**src/rtl/sp_pkg.sv**
```systemverilog
package sp_pkg;
  localparam int NSIDE  = 4;
  localparam int SIDE_W = $clog2(NSIDE);
  localparam int NCONN  = NSIDE * (NSIDE - 1) / 2;
  localparam int PREF_W = SIDE_W + 1;
  localparam logic [PREF_W-1:0] PREF_NONE = '1;

  typedef enum logic [1:0] {
    PH_IDLE   = 2'd0,
    PH_SEARCH = 2'd1,
    PH_ALLOC  = 2'd2,
    PH_VICTIM = 2'd3
  } phase_e;

  // index of the connection joining two distinct sides
  function automatic int conn_of(input int a, input int b);
    int lo;
    int hi;
    lo = (a < b) ? a : b;
    hi = (a < b) ? b : a;
    return lo * (2 * NSIDE - lo - 1) / 2 + (hi - lo - 1);
  endfunction
endpackage

```
**src/rtl/sp_wave_fwd.sv**
```systemverilog
module sp_wave_fwd
  import sp_pkg::*;
#(
  parameter int DLY_W = 4
) (
  input  logic             clk,
  input  logic             rst,
  input  logic             cnt_clr,
  input  logic             search_en,
  input  logic             no_cong,
  input  logic [DLY_W-1:0] dly,
  input  logic [NSIDE-1:0] arr,
  input  logic [NCONN-1:0] occ,
  input  logic [NCONN-1:0] cur,
  input  logic [NCONN-1:0] vic,
  output logic [NSIDE-1:0] srch_nxt,
  output logic [NSIDE-1:0] vic_nxt
);
  logic [NSIDE-1:0] free_req;
  logic [NSIDE-1:0] cong_req;

  always_comb begin
    free_req = '0;
    cong_req = '0;
    vic_nxt  = '0;
    for (int j = 0; j < NSIDE; j++) begin
      for (int i = 0; i < NSIDE; i++) begin
        if (i != j && arr[i]) begin
          if (cur[conn_of(i, j)] || !occ[conn_of(i, j)]) free_req[j] = 1'b1;
          else if (!no_cong) cong_req[j] = 1'b1;
          if (vic[conn_of(i, j)]) vic_nxt[j] = 1'b1;
        end
      end
    end
  end

  // one congestion-delay counter per leaving side
  for (genvar j = 0; j < NSIDE; j++) begin : g_side
    logic [DLY_W-1:0] cnt;
    always_ff @(posedge clk) begin
      if (rst || cnt_clr || !search_en || !cong_req[j]) cnt <= '0;
      else if (cnt != '1) cnt <= cnt + DLY_W'(1);
    end
    assign srch_nxt[j] = free_req[j] | (cong_req[j] & (cnt >= dly));
  end
endmodule

```
**src/rtl/sp_pref_rec.sv**
```systemverilog
module sp_pref_rec
  import sp_pkg::*;
(
  input  logic              clk,
  input  logic              rst,
  input  logic              clr,
  input  logic              search_en,
  input  logic [NSIDE-1:0]  arr,
  input  logic [SIDE_W-1:0] rnd,
  output logic [PREF_W-1:0] pref
);
  logic [SIDE_W-1:0] pick;
  logic [SIDE_W-1:0] idx;

  // first set side at or after rnd, wrapping around
  always_comb begin
    pick = rnd;
    idx  = '0;
    for (int k = NSIDE - 1; k >= 0; k--) begin
      idx = rnd + SIDE_W'(k);
      if (arr[idx]) pick = idx;
    end
  end

  always_ff @(posedge clk) begin
    if (rst || clr) pref <= PREF_NONE;
    else if (search_en && pref == PREF_NONE && |arr) pref <= {1'b0, pick};
  end
endmodule

```
**src/rtl/sp_alloc.sv**
```systemverilog
module sp_alloc
  import sp_pkg::*;
(
  input  logic              clk,
  input  logic              rst,
  input  logic              net_clr,
  input  logic              alloc_en,
  input  logic [NSIDE-1:0]  arr,
  input  logic [PREF_W-1:0] pref,
  input  logic [NCONN-1:0]  occ,
  output logic [NCONN-1:0]  conn,
  output logic [NCONN-1:0]  vic,
  output logic [NSIDE-1:0]  out_nxt
);
  logic [NCONN-1:0] set_mask;
  logic             hit;
  int               sel;
  int               psd;

  always_comb begin
    out_nxt  = '0;
    set_mask = '0;
    hit      = 1'b0;
    sel      = 0;
    psd      = int'(pref[SIDE_W-1:0]);
    if (pref != PREF_NONE) begin
      for (int i = NSIDE - 1; i >= 0; i--) begin
        if (arr[i] && i != psd) begin
          hit = 1'b1;
          sel = i;
        end
      end
      if (hit) begin
        out_nxt[psd]          = 1'b1;
        set_mask[conn_of(sel, psd)] = 1'b1;
      end
    end
  end

  always_ff @(posedge clk) begin
    if (rst || net_clr) begin
      conn <= '0;
      vic  <= '0;
    end else if (alloc_en) begin
      conn <= conn | set_mask;
      vic  <= vic | (set_mask & occ);
    end
  end
endmodule

```
**src/rtl/mesh_switchpoint.sv**
```systemverilog
module mesh_switchpoint
  import sp_pkg::*;
#(
  parameter int DLY_W = 4
) (
  input  logic              clk,
  input  logic              rst,
  input  logic [1:0]        phase_i,
  input  logic              search_clr_i,
  input  logic              net_clr_i,
  input  logic              no_cong_i,
  input  logic [DLY_W-1:0]  cong_dly_i,
  input  logic [NSIDE-1:0]  wave_i,
  input  logic [NCONN-1:0]  occ_i,
  input  logic [SIDE_W-1:0] rnd_i,
  output logic [NSIDE-1:0]  wave_o,
  output logic [PREF_W-1:0] pref_o,
  output logic [NCONN-1:0]  conn_o,
  output logic [NCONN-1:0]  victim_o
);
  phase_e           ph;
  logic [NSIDE-1:0] srch_nxt;
  logic [NSIDE-1:0] vic_nxt;
  logic [NSIDE-1:0] alloc_nxt;

  assign ph = phase_e'(phase_i);

  sp_wave_fwd #(.DLY_W(DLY_W)) u_fwd (
    .clk      (clk),
    .rst      (rst),
    .cnt_clr  (search_clr_i),
    .search_en(ph == PH_SEARCH),
    .no_cong  (no_cong_i),
    .dly      (cong_dly_i),
    .arr      (wave_i),
    .occ      (occ_i),
    .cur      (conn_o),
    .vic      (victim_o),
    .srch_nxt (srch_nxt),
    .vic_nxt  (vic_nxt)
  );

  sp_pref_rec u_pref (
    .clk      (clk),
    .rst      (rst),
    .clr      (search_clr_i),
    .search_en(ph == PH_SEARCH),
    .arr      (wave_i),
    .rnd      (rnd_i),
    .pref     (pref_o)
  );

  sp_alloc u_alloc (
    .clk     (clk),
    .rst     (rst),
    .net_clr (net_clr_i),
    .alloc_en(ph == PH_ALLOC),
    .arr     (wave_i),
    .pref    (pref_o),
    .occ     (occ_i),
    .conn    (conn_o),
    .vic     (victim_o),
    .out_nxt (alloc_nxt)
  );

  always_ff @(posedge clk) begin
    if (rst || search_clr_i) wave_o <= '0;
    else begin
      unique case (ph)
        PH_SEARCH: wave_o <= srch_nxt;
        PH_ALLOC:  wave_o <= alloc_nxt;
        PH_VICTIM: wave_o <= vic_nxt;
        default:   wave_o <= '0;
      endcase
    end
  end
endmodule

```
**config.mk**
```make
export PLATFORM = sky130hd
export DESIGN_NAME = mesh_switchpoint
export DESIGN_NICKNAME = d
export VERILOG_FILES = /design/src/rtl/sp_pkg.sv /design/src/rtl/sp_wave_fwd.sv /design/src/rtl/sp_pref_rec.sv /design/src/rtl/sp_alloc.sv /design/src/rtl/mesh_switchpoint.sv
export SDC_FILE = /design/constraint.sdc
export NUM_CORES = 1
export LEC_CHECK = 0
export ABC_AREA = 0
export BUFFER_PORTS_ARGS = -buffer_cell sky130_fd_sc_hd__buf_2
export CAP_MARGIN = 20
export CORE_MARGIN = 1.5
export CORE_UTILIZATION = 50
export CTS_BUF_LIST = sky130_fd_sc_hd__clkbuf_16
export CTS_CLUSTER_SIZE = 25
export DETAILED_ROUTE_END_ITERATION = 7
export PLACE_DENSITY = 0.72
export SYNTH_ARGS = -nofsm -noshare
export SYNTH_HDL_FRONTEND = slang
export SYNTH_SLANG_ARGS = --single-unit
```
**constraint.sdc**
```tcl
create_clock -name clk -period 5.4 [get_ports clk]
set_input_delay 0.81 -clock clk [delete_from_list [all_inputs] [get_ports clk]]
set_output_delay 0.81 -clock clk [all_outputs]
set_load 0.005 [all_outputs]
```
# Word level (Yosys, flattened, before mapping)
# Cells that the tools add are included.
[totals]
reg_bits = 35
latch_bits = 0
ramBits = 0
romBits = 0
in_bits = 23
out_inout_bits = 19
word_cells = 204
n_memories = 0
[op_classes]
addsub = 13
n_mul = 1
div = 0
order_cmp = 13
eq_ne = 12
shifts = 0
muxes = 111
bitwise = 12
reduce_logical = 34
[ops]
columns = ["op", "count"]
rows = [
  ["2-to-1 mux 32 bit", 3],
  ["2-to-1 mux 1 bit", 89],
  ["subtractor 32 x 2 -> 32 bit (second input constant)", 2],
  ["adder 32 x 1 -> 32 bit", 1],
  ["adder 32 bit", 1],
  [">= comparator 32 x 1 -> 1 bit (second input constant)", 1],
  ["less-than comparator 32 x 3 -> 1 bit", 1],
  ["less-than comparator 32 x 5 -> 1 bit (second input constant)", 1],
  ["multiplier 32 x 32 -> 32 bit", 1],
  ["subtractor 32 bit", 1],
  ["subtractor 5 x 32 -> 32 bit (first input constant)", 1],
  ["adder 4 x 1 -> 4 bit (second input constant)", 4],
  [">= comparator 4 bit", 4],
  ["2-to-1 mux 2 bit", 8],
  ["inequality test 4 bit (second input constant)", 4],
  ["less-than comparator 2 x 3 -> 1 bit (second input constant)", 5],
  ["logical OR 1 bit", 13],
  ["2-to-1 mux 6 bit", 2],
  ["OR 6 bit", 2],
  ["case mux 4 bit (3 select lines)", 1],
  ["zero test 1 bit", 11],
  ["binary-select mux 1 bit (select 2 bit)", 4],
  ["logical AND 1 bit", 8],
  ["2-to-1 mux 4 bit", 2],
  ["other kinds (16)", 26],
]

# Longest topological paths before layout
# Gate-level depths: netlist of the first run.
[depth]
depth_word = 23
depth_mapped = 20
depth_no_buf = 18

# By module
# From an unflattened synthesis of the first run, not the netlist that was laid out.
[hier_totals]
hier_cells = 325
hier_area_um2 = 2697.6
[modules_own_cells]
columns = ["module", "instances", "cells_per_inst", "area_per_inst_um2", "seq_area_each_um2"]
rows = [
  ["sp_wave_fwd", 1, 169, 1393.8, 320.3],
  ["sp_alloc", 1, 108, 899.6, 240.2],
  ["mesh_switchpoint", 1, 22, 209.0, 80.1],
  ["sp_pref_rec", 1, 26, 195.2, 60.1],
]

# Least setup slack after synthesis of the first run
# No wires, ideal clock.
[synth_timing]
path_type = "input -> register"
from = "in wave_i[0]"
to = "reg u_alloc.vic[0]"
t_arrival_ns = 4.378
t_required_ns = 5.313
setup_slack_ns = 0.935
stages = 19
n_path_buf = 2
path_cell_list = "buf_2 nand2_1 o21ai_0 o32ai_1 ha_1 a21oi_1 nor2_1 a21oi_1 inv_1 fa_1 inv_1 fa_1 nor2b_1 ha_1 nand3b_1 a21oi_1 o21ai_2 buf_6 o31ai_1"
[synth_via]
elab_chain_len = 19
[synth_lines]
columns = ["item", "line", "text"]
rows = [
  ["start: declaration", "mesh_switchpoint.sv:13", "input logic [NSIDE-1:0] wave_i,"],
  ["logical AND 1 bit (*)", "sp_alloc.sv:28", "if (arr[i] && i != psd) begin"],
  ["2-to-1 mux 2 bit", "sp_alloc.sv:28", ""],
  ["2-to-1 mux 32 bit", "sp_alloc.sv:26", "if (pref != PREF_NONE) begin"],
  ["less-than comparator 32 x 3 -> 1 bit", "sp_pkg.sv:19, sp_pkg.sv:20", ""],
  ["2-to-1 mux 32 bit", "sp_pkg.sv:19", "lo = (a < b) ? a : b;"],
  ["subtractor 5 x 32 -> 32 bit", "sp_pkg.sv:21", "return lo * (2 * NSIDE - lo - 1) / 2 + (hi - lo - 1);"],
  ["subtractor 32 x 2 -> 32 bit", "sp_pkg.sv:21", ""],
  ["multiplier 32 x 32 -> 32 bit", "sp_pkg.sv:21", ""],
  ["[3 not listed]", "-", ""],
  [">= comparator 32 x 1 -> 1 bit (implied by the code) / less-than comparator 32 x 5 -> 1 bit (equally long branches)", "sp_alloc.sv:35", "set_mask[conn_of(sel, psd)] = 1'b1;"],
  ["logical AND 1 bit (implied by the code)", "sp_alloc.sv:35", ""],
  ["2-to-1 mux 1 bit (implied by the code)", "sp_alloc.sv:35", ""],
  ["demux 1 bit (select 3 bit)", "-", ""],
  ["2-to-1 mux 6 bit (*)", "sp_alloc.sv:33", "if (hit) begin"],
  ["2-to-1 mux 6 bit (*)", "sp_alloc.sv:26", ""],
  ["bitwise AND 6 bit (*)", "sp_alloc.sv:46", "vic <= vic | (set_mask & occ);"],
  ["OR 6 bit (*)", "sp_alloc.sv:46", ""],
  ["end signal: assignment", "sp_alloc.sv:46", ""],
  ["end: declaration", "sp_alloc.sv:12", "output logic [NCONN-1:0] vic,"],
]
# Mark *: on every way between the ends. The rest lies on a longest branch, timed or not. The select of a mux whose other input is x is not followed.
# A chain may end at the register's enable or synchronous reset.

# Worst setup path in the final report of the first run
[layout_timing]
from = "in wave_i[1]"
to = "reg u_alloc.vic[4]"
[layout_via]
elab_chain_len = 20
[layout_lines]
columns = ["item", "line"]
rows = [
  ["logical AND 1 bit (*)", "sp_alloc.sv:28"],
  ["2-to-1 mux 2 bit (2 in series)", "sp_alloc.sv:28"],
  ["2-to-1 mux 32 bit", "sp_alloc.sv:26"],
  ["less-than comparator 32 x 3 -> 1 bit", "sp_pkg.sv:19, sp_pkg.sv:20"],
  ["2-to-1 mux 32 bit", "sp_pkg.sv:19"],
  ["subtractor 5 x 32 -> 32 bit", "sp_pkg.sv:21"],
  ["subtractor 32 x 2 -> 32 bit", "sp_pkg.sv:21"],
  ["multiplier 32 x 32 -> 32 bit", "sp_pkg.sv:21"],
  ["[3 not listed]", "-"],
  [">= comparator 32 x 1 -> 1 bit (implied by the code) / less-than comparator 32 x 5 -> 1 bit (equally long branches)", "sp_alloc.sv:35"],
  ["logical AND 1 bit (implied by the code)", "sp_alloc.sv:35"],
  ["2-to-1 mux 1 bit (implied by the code)", "sp_alloc.sv:35"],
  ["demux 1 bit (select 3 bit)", "-"],
  ["2-to-1 mux 6 bit (*)", "sp_alloc.sv:33"],
  ["2-to-1 mux 6 bit (*)", "sp_alloc.sv:26"],
  ["bitwise AND 6 bit (*)", "sp_alloc.sv:46"],
  ["OR 6 bit (*)", "sp_alloc.sv:46"],
]
# Marked as above.

==> impl_results.md, run 1 <==
- Asr flop ratio synth: 0
- Yosys cell types: 57
- GPL Wtd Cong: 0.934
- Clk_skew: 0.00617 ns
- CTS Buf Count: 5
- Total GRT Usage: 0.232
- Total grt overflow: 0
- Data required, critical path: 5.58 ns
- Post-layout net count: 420
- Design area: 3000 um^2
- Syn Std Cell Area: 2610 um^2
- Row count: 26
- CTS resizes: 0
- Status: completed
- Post-CTS Hold Buffers: 0
- Number of synthesized flops with an enable pin: 0
- Data arrival time of the worst path: 4.90 ns
- Most frequent cells in the layout: 41 x buf_2, 37 x nand2_1, 35 x dfxtp_1
- Hold Startpoint: u_alloc.conn[0]$_SDFFE_PP0P_
- Cells on Worst Hold Path: 2
- Initial Utilization: 0.514
- Seq cells post-synth: 35
- RR Startpoint: u_pref.pref[1]$_SDFFE_PP1P_
- Buffers and inverters on the worst path: 4
- Crit share post-route: 0.874
- Fmax achieved: 212 MHz
- CP top delay family: compound AO/OA/AOI/OAI gates
- R2R cell count: 18
- Leak: 1.33 nW
- Residual DRC: 0
- Pin count of the biggest net entering global routing: 18
- Die area: 5660 um^2
- Share of cells above drive strength 1: 0.170
- Die width: 75.2 um
- 1st-iter DRT viols: 199
- Clk sinks: 35
- Final Power: 0.000660 W
- Initial antenna violation count: 0
- H-tree levels: 2
- Mapped Cells: 322
- Area grow syn2layout: 14.8%
- Reg clk slew, reported paths: 0.06 ns
- RSZ-0062 raised after global routing: false
- Worst Path Max Fanout: 12
- Post-synth net total: 379
- Syn_area_per_cell: 8.10 um^2
- Slowest CP cell: fa_1
- Worst R2R End: u_alloc.vic[4]$_SDFFE_PP0P_
- DRT Pass-1 Iters: 5
- Ys flop type: dfxtp_1
- Hold endpoint: u_alloc.conn[0]$_SDFFE_PP0P_
- CP Cell Sequence: buf_2, inv_1, o21ai_0, o32ai_1, ha_1, a21oi_1, nor2_1, a21oi_1, inv_1, fa_1, inv_1, fa_1, nor2b_1, ha_1, nand3b_1, a21oi_1, o21ai_2, o41ai_1
- Post-CTS setup buffers: 0
- DP Wirelength: 4840 um
- Leading cell type in the layout, fill and taps excluded: buf_2
- Final Hold Fails: 0
- Final setup fails: 0
- Min cycle time layout: 4.72 ns
- Total number of vias: 2498
- Setup TNS: 0 ns
- Max-slew violation count: 0
- First-pass GRT wire length: 10000 um
- Root Buffer: clkbuf_16
- # diodes: 0
- WL per Instance: 14.4 um
- Dpl cell area: 2850 um^2
- Final ANT Viol Nets: 0
- Vias/cell: 5.76
- Longest Clk Path Bufs: 2
- IO Port Bufs: 41
- Number of global-route vias before repair: 2214
- CTS tree: yes
- CP endpoint kind: flop
- Tightest Hold Check Type: flop to flop
- Crit-path max cell delay: 0.54 ns
- Max transition margin: 0.608
- Max_cap viols: 0
- WL final: 6250 um
- Die Height: 75.2 um
- Flop-to-flop setup slack: 0.88 ns
- Maximum vdd drop: 149 uV
- Startpoint Class: primary input
- Seq/Total Area, Yosys: 0.269
- WHS: 0.473 ns
- Yosys warning total: 0
- CORE AREA: 5070 um^2
- I/O Pins: 42
- Worst skew pair latency: 0.28 ns
- CP Class: primary input to flop
- PwrDens: 220 nW/um^2
- Least-Margin Pin Slew: 0.588 ns
layout make-up:
class,instances,area [um^2]
clock buffers,5,125
clock inverters,3,20.0
fillers,479,2080
inverters,24,90.1
multi-input cells,254,1750
flip-flops and latches,35,701
well taps,70,87.6
repair buffers,43,220
synthesized netlist by cell type, types with 2 or more instances:
master	count	share of area
buf_4	2	0.0058
nor2b_1	8	0.019
a21oi_1	11	0.021
mux2i_1	4	0.015
nand3_1	16	0.031
o21ai_0	9	0.017
a31oi_1	5	0.012
buf_2	2	0.0038
nand2_1	37	0.053
nor2_1	29	0.042
o21ai_2	3	0.010
xnor2_1	5	0.017
a211o_1	2	0.0067
ha_1	32	0.15
and4_1	2	0.0067
inv_1	23	0.033
nand3b_1	2	0.0058
dfxtp_1	35	0.27
nand2b_1	7	0.017
nor3b_1	4	0.012
clkbuf_1	2	0.0029
a22oi_1	7	0.020
nor3_1	13	0.025
a211oi_1	3	0.0086
buf_6	3	0.013
a222oi_1	2	0.0077
o22ai_1	6	0.014
fa_1	2	0.015
a21o_1	5	0.014
nand4_1	5	0.012
o31ai_1	9	0.026
o211ai_1	2	0.0058
through the flow:
step                utilization  worst slack [ns]  cells
floorplan                     -             0.935    322
CTS                       0.590             0.723    434
finish                    0.590             0.680    434
global route              0.590             0.381    434
global placement          0.562             0.596    426
detailed placement        0.562             0.447    426
worst reg2reg max path, cell delays in order, from the launching register on:
cell,delay (ns)
dfxtp_1,0.60
inv_2,0.17
or3_4,0.42
nand3_1,0.14
ha_1,0.16
inv_1,0.06
a21oi_1,0.27
nor2_1,0.09
a21oi_1,0.24
inv_1,0.12
fa_1,0.54
inv_1,0.07
fa_1,0.47
nor2b_1,0.18
ha_1,0.14
nand3b_1,0.07
a21oi_1,0.15
o21ai_2,0.20
o41ai_1,0.33
sequential cells by signal, summed over array words and instances (netlist names):
register,cells
u_pref.pref,3
u_fwd.g_side.cnt,16
u_alloc.conn,6
wave_o,4
u_alloc.vic,6
how the worst max path moves through the flow:
stage	startpoint	endpoint	slack, ns	cells past startpoint
2_1_floorplan	wave_i[0]	u_alloc.vic[0]$_SDFFE_PP0P_	0.94	19
3_5_place_dp	wave_i[1]	u_alloc.vic[4]$_SDFFE_PP0P_	0.45	18
4_1_cts	wave_i[1]	u_alloc.vic[4]$_SDFFE_PP0P_	0.72	18
6_report	wave_i[1]	u_alloc.vic[4]$_SDFFE_PP0P_	0.68	18
3_3_place_gp	wave_i[1]	u_alloc.vic[4]$_SDFFE_PP0P_	0.60	18
5_1_grt	wave_i[1]	u_alloc.vic[4]$_SDFFE_PP0P_	0.38	18
cell families after synthesis:
family / Yosys count / synth area share
and+or+nand+nor: 131 / 0.248
muxes: 6 / 0.0240
adders and majority gates: 34 / 0.169
AOI/OAI and AO/OA: 78 / 0.213
DFF: 35 / 0.269
buffers and inverters: 33 / 0.0599
xor gates and xnor gates: 5 / 0.0168
metal layers:
metal  part of all wire  up-vias  global-route usage
li1                   -     1262                   -
met1               0.49     1145               0.328
met2               0.44       83               0.349
met3              0.064        8              0.0589
met4             0.0093        0              0.0694
met5                  0        -                   0
where the power goes:
group	internal (W)	switching (W)	leakage, nW
logic	0.0000458	0.0000746	0.986
clock network	0.000170	0.000106	0.0658
registers	0.000261	0.00000294	0.282
Power figures use the tool's default switching activity.
==> run 2: changes to the inputs <==
--- a/config.mk
+++ b/config.mk
@@ -6,14 +6,13 @@
 export NUM_CORES = 1
 export LEC_CHECK = 0
 export ABC_AREA = 0
-export BUFFER_PORTS_ARGS = -buffer_cell sky130_fd_sc_hd__buf_2
 export CAP_MARGIN = 20
 export CORE_MARGIN = 1.5
 export CORE_UTILIZATION = 50
 export CTS_BUF_LIST = sky130_fd_sc_hd__clkbuf_16
 export CTS_CLUSTER_SIZE = 25
 export DETAILED_ROUTE_END_ITERATION = 7
-export PLACE_DENSITY = 0.72
+export DONT_BUFFER_PORTS = 1
 export SYNTH_ARGS = -nofsm -noshare
 export SYNTH_HDL_FRONTEND = slang
 export SYNTH_SLANG_ARGS = --single-unit
==> constraint.sdc (replaced) <==
create_clock -name clk -period 5.4 [get_ports clk]
set_input_delay 0.54 -clock clk [delete_from_list [all_inputs] [get_ports clk]]
set_output_delay 0.54 -clock clk [all_outputs]
set_load 0.005 [all_outputs]
==> run 2 against run 1 <==
Flip-flop and latch count unchanged. Die area unchanged. Register-to-register slack got worse by 0.16 ns. First-iteration DRC count decreased by 31%. Worst hold slack got worse by 0.095 ns. Critical endpoint unchanged. Largest cell class unchanged. Largest power group unchanged.
==> impl_results.md, run 2 (synthesis gave the netlist of run 1 again) <==
- Longest Clk Path Bufs: 2 (unchanged)
- Residual DRC: 0 (unchanged)
- H-tree levels: 2 (unchanged)
- WL met3: 267 um (-34%)
- Pin count of the biggest net entering global routing: 18 (unchanged)
- Total grt overflow: 0 (unchanged)
- Fmax achieved: 214 MHz (+0.78%)
- Startpoint Class: flop
- Area occupied by registers: 701 um^2 (unchanged)
- CP endpoint kind: flop
- Crit share post-route: 0.867 (-0.00679)
- Max-slew violation count: 0 (unchanged)
- Max transition margin: 0.424 (-0.184)
- WL per Instance: 16.2 um (+13%)
- FILL cells: 501 (+4.6%)
- Routed metal-1 wire length: 3000 um (-1.6%)
- Most frequent cells in the layout: 37 x nand2_1, 35 x dfxtp_1, 32 x ha_1
- First-pass GRT wire length: 9950 um (-0.97%)
- 1st-iter DRT viols: 138 (-31%)
- Biggest register: u_fwd.g_side.cnt
- Post-Place Worst Slack: 0.776 ns (+0.328 ns)
- Initial Utilization: 0.514 (unchanged)
- Highest routed metal layer: met4
- Final core occ: 0.552 (-0.0387)
- Worst skew pair latency: 0.28 ns (about the same)
- Die Height: 75.2 um (unchanged)
- CORE AREA: 5070 um^2 (unchanged)
- DP Wirelength: 4840 um (-0.14%)
- GPL Wtd Cong: 0.851 (-8.8%)
- CTS tree: yes
- IO Port Bufs: 0 (-100%)
- Final Non-Filler Cells: 391 (-9.9%)
- Leak: 1.16 nW (-13%)
- RSZ-0062 raised after global routing: false
- Share of cells above drive strength 1: 0.0592 (-0.111)
- Row count: 26 (unchanged)
- Biggest regs: u_fwd.g_side.cnt: 16 flops, u_alloc.conn: 6 flops, u_alloc.vic: 6 flops
- Area grow syn2layout: 7.29%
- Reg clk slew, reported paths: 0.06 ns (about the same)
- Final Hold Fails: 0 (unchanged)
- Design area: 2800 um^2 (-6.6%)
- # diodes: 0 (unchanged)
- DRT Pass-1 Iters: 5 (unchanged)
- Final ANT Viol Nets: 0 (unchanged)
- CTS resizes: 0 (unchanged)
- Post-CTS setup buffers: 0 (unchanged)
- Total GRT Usage: 0.231 (-0.00122)
- Final setup fails: 0 (unchanged)
- Tightest Hold Check Type: primary input to flop
- Area of the multi-input gates: 1750 um^2 (unchanged)
- Min cycle time layout: 4.68 ns (-0.0367 ns)
- CTS Buf Count: 5 (unchanged)
- Maximum vdd drop: 135 uV (-9.0%)
- Die area: 5660 um^2 (unchanged)
- Clk_skew: 0.00765 ns (+0.00148 ns)
- WL final: 6350 um (+1.5%)
- Root Buffer: clkbuf_16
- Metal2 WL: 3050 um (+11%)
- Initial antenna violation count: 0 (unchanged)
- # placed instances: 383 (-10%)
- Setup WS post-layout: 0.717 ns (+0.0367 ns)
- Max FFs per register: 16 (unchanged)
- CP Class: flop to flop
- Cells on Worst Hold Path: 1 (-1)
- Data required, critical path: 5.59 ns (about the same)
- Die width: 75.2 um (unchanged)
- Clk sinks: 35 (unchanged)
- Vias/cell: 5.87 (+1.9%)
- Number of global-route vias before repair: 2089 (-5.6%)
- Setup TNS: 0 ns (unchanged)
- Least-Margin Pin Slew: 0.861 ns (+0.273 ns)
- Status: completed
- Data arrival time of the worst path: 4.87 ns (-0.03 ns)
- PwrDens: 249 nW/um^2 (+13%)
- Dpl cell area: 2630 um^2 (-7.7%)
- Worst Path Max Fanout: 17 (+5)
- I/O Pins: 42 (unchanged)
- Total number of vias: 2294 (-8.2%)
- Post-layout net count: 377 (-10%)
- Post-CTS Hold Buffers: 0 (unchanged)
- Max_cap viols: 0 (unchanged)
- R2R cell count: 16 (-2)
- Leading cell type in the layout, fill and taps excluded: nand2_1
-- run 2: cell count changes in the layout (fill, tap and decap cells not counted), sizes merged --
cell      change
clkinvlp      -2
buf          -43
bufinv        +1
clkinv        +1
-- run 2: final cells by class --
cell class,instances,area share
Clock buffer,5,0.0447
Inverter,24,0.0322
Multi-Input combinational cell,254,0.626
Clock inverter,3,0.0156
Sequential cell,35,0.250
Tap cell,70,0.0313
-- run 2: final timing paths --
path                            slack [ns]                           end                          from
worst max-delay path                  0.72   u_alloc.vic[4]$_SDFFE_PP0P_   u_pref.pref[0]$_SDFFE_PP1P_
worst min-delay path                  0.38          wave_o[3]$_SDFF_PP0_                  search_clr_i
worst max register to register        0.72   u_alloc.vic[4]$_SDFFE_PP0P_   u_pref.pref[0]$_SDFFE_PP1P_
worst min register to register        0.49  u_alloc.conn[2]$_SDFFE_PP0P_  u_alloc.conn[2]$_SDFFE_PP0P_
-- run 2: critical path, cell delays in order (launching register included) --
cell	delay, ns
dfxtp_1	0.64
o21ai_0	0.18
o32ai_1	0.51
ha_1	0.34
a21oi_1	0.25
nor2_1	0.09
a21oi_1	0.25
inv_1	0.12
fa_1	0.54
inv_1	0.06
fa_1	0.45
nor2b_1	0.20
ha_1	0.16
nand3b_1	0.07
a21oi_1	0.18
o21ai_2	0.21
o41ai_1	0.33
-- run 2: per-layer routing --
| layer | vias up | GRT usage |
|---|---|---|
| met5 | - | 0 |
| met1 | 1071 | 0.292 |
| met3 | 4 | 0.0535 |
| li1 | 1167 | - |
| met4 | 0 | 0.0496 |
| met2 | 52 | 0.402 |
-- run 2: power by group --
group / internal (W) / total [W] / switching (W)
logic: 0.0000387 / 0.000101 / 0.0000621
clock network: 0.000218 / 0.000333 / 0.000115
registers: 0.000260 / 0.000264 / 0.00000325
-- run 2: stage by stage --
step	hold slack [ns]	power, W
2_1_floorplan	0.464	0.000354
3_3_place_gp	0.484	0.000369
3_5_place_dp	0.489	0.000370
4_1_cts	0.370	0.000703
5_1_grt	0.369	0.000727
6_report	0.378	0.000698
